## src/rtl/burst_seq.sv

```systemverilog
module burst_seq #(
  parameter int ADDR_W = 18
) (
  input  logic              clk,
  input  logic              rst_n,
  input  logic [ADDR_W-1:0] addr_in,
  input  logic              ld_cpu_n,
  input  logic              ld_ctl_n,
  input  logic              step_n,
  input  logic              order_lin,
  output logic [ADDR_W-1:0] addr_out,
  output logic [1:0]        beat
);

  localparam int HI_W = ADDR_W - 2;

  logic [ADDR_W-1:0] base_q;
  logic [1:0]        cnt_q;
  logic              lin_q;
  logic              load;
  logic [1:0]        low_ilv;
  logic [1:0]        low_lin;

  // processor strobe has priority; either strobe results in a load
  assign load = !ld_cpu_n || !ld_ctl_n;

  always_ff @(posedge clk) begin
    if (!rst_n) begin
      base_q <= '0;
      cnt_q  <= '0;
      lin_q  <= 1'b0;
    end else begin
      lin_q <= order_lin;
      if (!ld_cpu_n) begin
        base_q <= addr_in;
        cnt_q  <= '0;
      end else if (!ld_ctl_n) begin
        base_q <= addr_in;
        cnt_q  <= '0;
      end else if (!step_n) begin
        cnt_q <= cnt_q + 2'd1;
      end
    end
  end

  assign low_ilv  = base_q[1:0] ^ cnt_q;
  assign low_lin  = base_q[1:0] + cnt_q;
  assign addr_out = {base_q[ADDR_W-1:2], lin_q ? low_lin : low_ilv};
  assign beat     = cnt_q;

  assert_load_R2 : assert property (@(posedge clk) disable iff (!rst_n)
    load |=> (beat == 2'd0) && (addr_out[ADDR_W-1:2] == $past(addr_in[ADDR_W-1:2])));

  assert_load_both_R4 : assert property (@(posedge clk) disable iff (!rst_n)
    (!ld_cpu_n && !ld_ctl_n && !step_n) |=> beat == 2'd0);

  assert_step_R5 : assert property (@(posedge clk) disable iff (!rst_n)
    (!load && !step_n) |=> beat == $past(beat) + 2'd1);

  assert_hold_R9 : assert property (@(posedge clk) disable iff (!rst_n)
    (!load && step_n) |=> $stable(beat));

  assert_upper_R11 : assert property (@(posedge clk) disable iff (!rst_n)
    !load |=> $stable(addr_out[ADDR_W-1:2]));

  assert_first_beat_R6 : assert property (@(posedge clk) disable iff (!rst_n)
    load |=> addr_out[1:0] == $past(addr_in[1:0]));

endmodule

```

## config.mk

```make
export PLATFORM = sky130hd
export DESIGN_NAME = burst_seq
export DESIGN_NICKNAME = d
export VERILOG_FILES = /design/src/rtl/burst_seq.sv
export SDC_FILE = /design/constraint.sdc
export NUM_CORES = 1
export LEC_CHECK = 0
export BUFFER_PORTS_ARGS = -buffer_cell sky130_fd_sc_hd__buf_2
export CAP_MARGIN = 20
export CORE_UTILIZATION = 45
export DETAILED_ROUTE_END_ITERATION = 8
export GPL_TIMING_DRIVEN = 0
export PLACE_DENSITY = 0.77
export SYNTH_ARGS = -nofsm -noshare
export SYNTH_HDL_FRONTEND = slang
export SYNTH_SLANG_ARGS = --single-unit
```

## constraint.sdc

```tcl
create_clock -name clk -period 2.01 [get_ports clk]
set_input_delay 0.402 -clock clk [delete_from_list [all_inputs] [get_ports clk]]
set_output_delay 0.402 -clock clk [all_outputs]
set_load 0.03 [all_outputs]
```

==> flow_summary_export.csv <==
group,metric,value,unit
finish,nNetsFinal,181,
worst_hold_path,hold_end,"lin_q$_SDFF_PN0_",
synth,ys_warn_count,0,
power,power.share.clock,0.237,
flow_run,drv_cap,0,
power,leakagePower,0.634,nW
place,placed_area,1220,sq um
setup_path,crit_chain,"ha_1, nand2_1, xnor2_1, buf_2",
place,dp_slack,0.673,ns
finish,drive_above_1_share,0.490,
setup_path,crit_fanout,4,
setup_path,worstSetupPathType,"reg2out",
synth,synth_seq_cells,21,
drt,firstDrtPassIters,4,
clock_network,cts_hold_buf,0,
drt,wl_per_cell,9.63,um
worst_hold_path,worst_hold_path.num_cells,2,
clock_network,max-clock-path-buffers,2,
floorplan,start_util,0.486,
drt,drt-initial-drc-count,5,
power,power.internal,0.598,mW
setup_path,critPathArrivalTime,1.25,ns
drt,wl,1750,um
global_routing,grt_use_total,0.165,
floorplan,num_rows,16,
synth,synth_area,973,sq um
worst_hold_path,hold_start,"order_lin",
global_routing,grt-ovfl-total,0,
global_routing,grt_max_degree,13,
synth,syn_avg_cell_area,8.93,sq um
timing,post-route-period-util,0.821,
timing,fmax,0.606,GHz
clock_network,clock_latency,0.29,ns
drt,drc_errors,0,
power,switching_share,0.281,
finish,finalInstanceArea,1240,sq um
finish,syn_to_final_growth,27.9,%
timing,setup_viol,0,
floorplan,die_x,48.5,um
global_routing,grt_pass1_wl,3060,um
synth,synth_cell_types,17,
synth,synth_nets,134,
clock_network,clk_pin_slew_worst_paths,0.11,ns
timing,slew_violations,0,
floorplan,dieArea,2350,sq um
power,powerDensity,668,nW/um^2
floorplan,coreArea,2000,sq um
clock_network,cts-resized-gates,0,
worst_hold_path,hold_path.class,"in2reg",
drt,via_count,790,
outcome,status,"completed",
timing,max_slew.worst_pin.slew,0.358,ns
clock_network,cts_buffers,3,
power,p_seq_frac,0.543,
clock_network,post_cts_buffers,0,
power,ir_drop,432,uV
timing,fin_crit,1.65,ns
setup_path,required,1.61,ns
place,dpl.hpwl,1350,um
synth,syn-instance-count,109,
setup_path,crit_slowest_cell,"dfxtp_1",
setup_path,ff2ff_path_depth,3,
setup_path,cpPeakStageDelay,0.38,ns
clock_network,h-tree-depth,1,
power,switchingPower,0.234,mW
setup_path,crit_path_end_kind,"output port",
finish,antenna_cells,0,
timing,final_hold_viol_count,0,
place,globalplace.congestion,0.661,
setup_path,r2r-end,"beat[1]$_SDFFE_PN0N_",
timing,rsz0062_at_grt,"false",
setup_path,worstSetupStartpointType,"flop",
setup_path,cp_num_buf_inv,1,
finish,layout_common_cells,"buf_2 (43), nand2_1 (38), dfxtp_1 (21)",
setup_path,r2r_setup_slack,1.15,ns
drt,ant_nets,0,
place,io_buffers,42,
power,p_comb_frac,0.220,
timing,setup_slack,0.360,ns
clock_network,clock-sinks,21,
clock_network,cts_tree,"yes",
synth,ys_seq_area_frac,0.432,
timing,slew_headroom,0.761,
timing,tns,0,ns
floorplan,io_pins,44,
global_routing,grt_antenna_before_repair,0,
global_routing,grt_pass1_vias,742,
floorplan,die_h,48.5,um
clock_network,root_buffer,"clkbuf_4",
drt,viasPerCell,4.34,
setup_path,critPathTopFamily,"flip-flops",
setup_path,rr_startpoint,"beat[0]$_SDFFE_PN0N_",
timing,worst_clock_skew,0.000209,ns
finish,final_common_cell,"buf_2",
power by group through the flow:
stage	logic, mW	registers (mW)	clock network (mW)
floorplan	0.133	0.460	0
global placement	0.181	0.460	0
detailed placement	0.184	0.462	0
CTS	0.185	0.452	0.204
global route	0.198	0.456	0.227
finish	0.183	0.452	0.197
synth_stat cells:
cell / number / area (sq um)
clkbuf_1: 2 / 7.51
dfxtp_1: 21 / 420
nor2b_1: 2 / 12.5
nor2_1: 1 / 3.75
buf_8: 1 / 15.0
buf_6: 1 / 11.3
a21boi_2: 10 / 113
nor3_1: 1 / 5.00
buf_2: 1 / 5.00
nand2_2: 1 / 6.26
xor2_1: 1 / 8.76
nand2_1: 38 / 143
a21boi_0: 8 / 60.1
and2_1: 2 / 12.5
xnor2_1: 2 / 17.5
buf_4: 16 / 120
ha_1: 1 / 12.5
worst max path at each step:
| stage | startpoint | endpoint | cells past startpoint |
|---|---|---|---|
| floorplan | beat[0]$_SDFFE_PN0N_ | addr_out[1] | 3 |
| global route | beat[0]$_SDFFE_PN0N_ | addr_out[1] | 4 |
| detailed placement | beat[0]$_SDFFE_PN0N_ | addr_out[1] | 4 |
| CTS | beat[0]$_SDFFE_PN0N_ | addr_out[1] | 4 |
| global placement | beat[0]$_SDFFE_PN0N_ | addr_out[1] | 4 |
| finish | beat[0]$_SDFFE_PN0N_ | addr_out[1] | 4 |
through the flow:
step	total power, mW	instances	hold slack [ns]	utilization
global placement	0.641	178	0.445	0.608
CTS	0.842	182	0.299	0.622
finish	0.832	182	0.310	0.622
global route	0.881	182	0.290	0.622
detailed placement	0.646	178	0.450	0.608
floorplan	0.593	109	0.441	-
final cells by class:
class / count / area [sq um]
flip-flops and latches: 21 / 420
plain buffers: 21 / 159
well taps: 27 / 33.8
multi-input cells: 67 / 394
clock buffers: 3 / 22.5
clock inverters: 1 / 5.00
fillers: 194 / 757
repair buffers: 42 / 210
cell families (layout without fill, tap and decap cells):
kind of cell             Yosys count  count (layout)  share of synthesized area
XOR/XNOR                           3               3                     0.0270
AO/OA/AOI/OAI                     18              18                      0.177
flip-flops                        21              21                      0.432
buffers and inverters             21              67                      0.163
AND/OR/NAND/NOR                   45              45                      0.188
adder cells (fa/ha/maj)            1               1                     0.0129
state kept, by name (all words and copies together) (netlist names):
name / flops
beat: 2
base_q: 18
lin_q: 1
metal layers:
metal	vias to the layer above	routed length [um]	global-route usage
met2	31	844	0.296
met1	335	765	0.191
met3	2	126	0.0377
met5	-	0	0
li1	422	-	-
met4	0	17	0.0588
No activity file was read; power rests on OpenSTA's default activity.
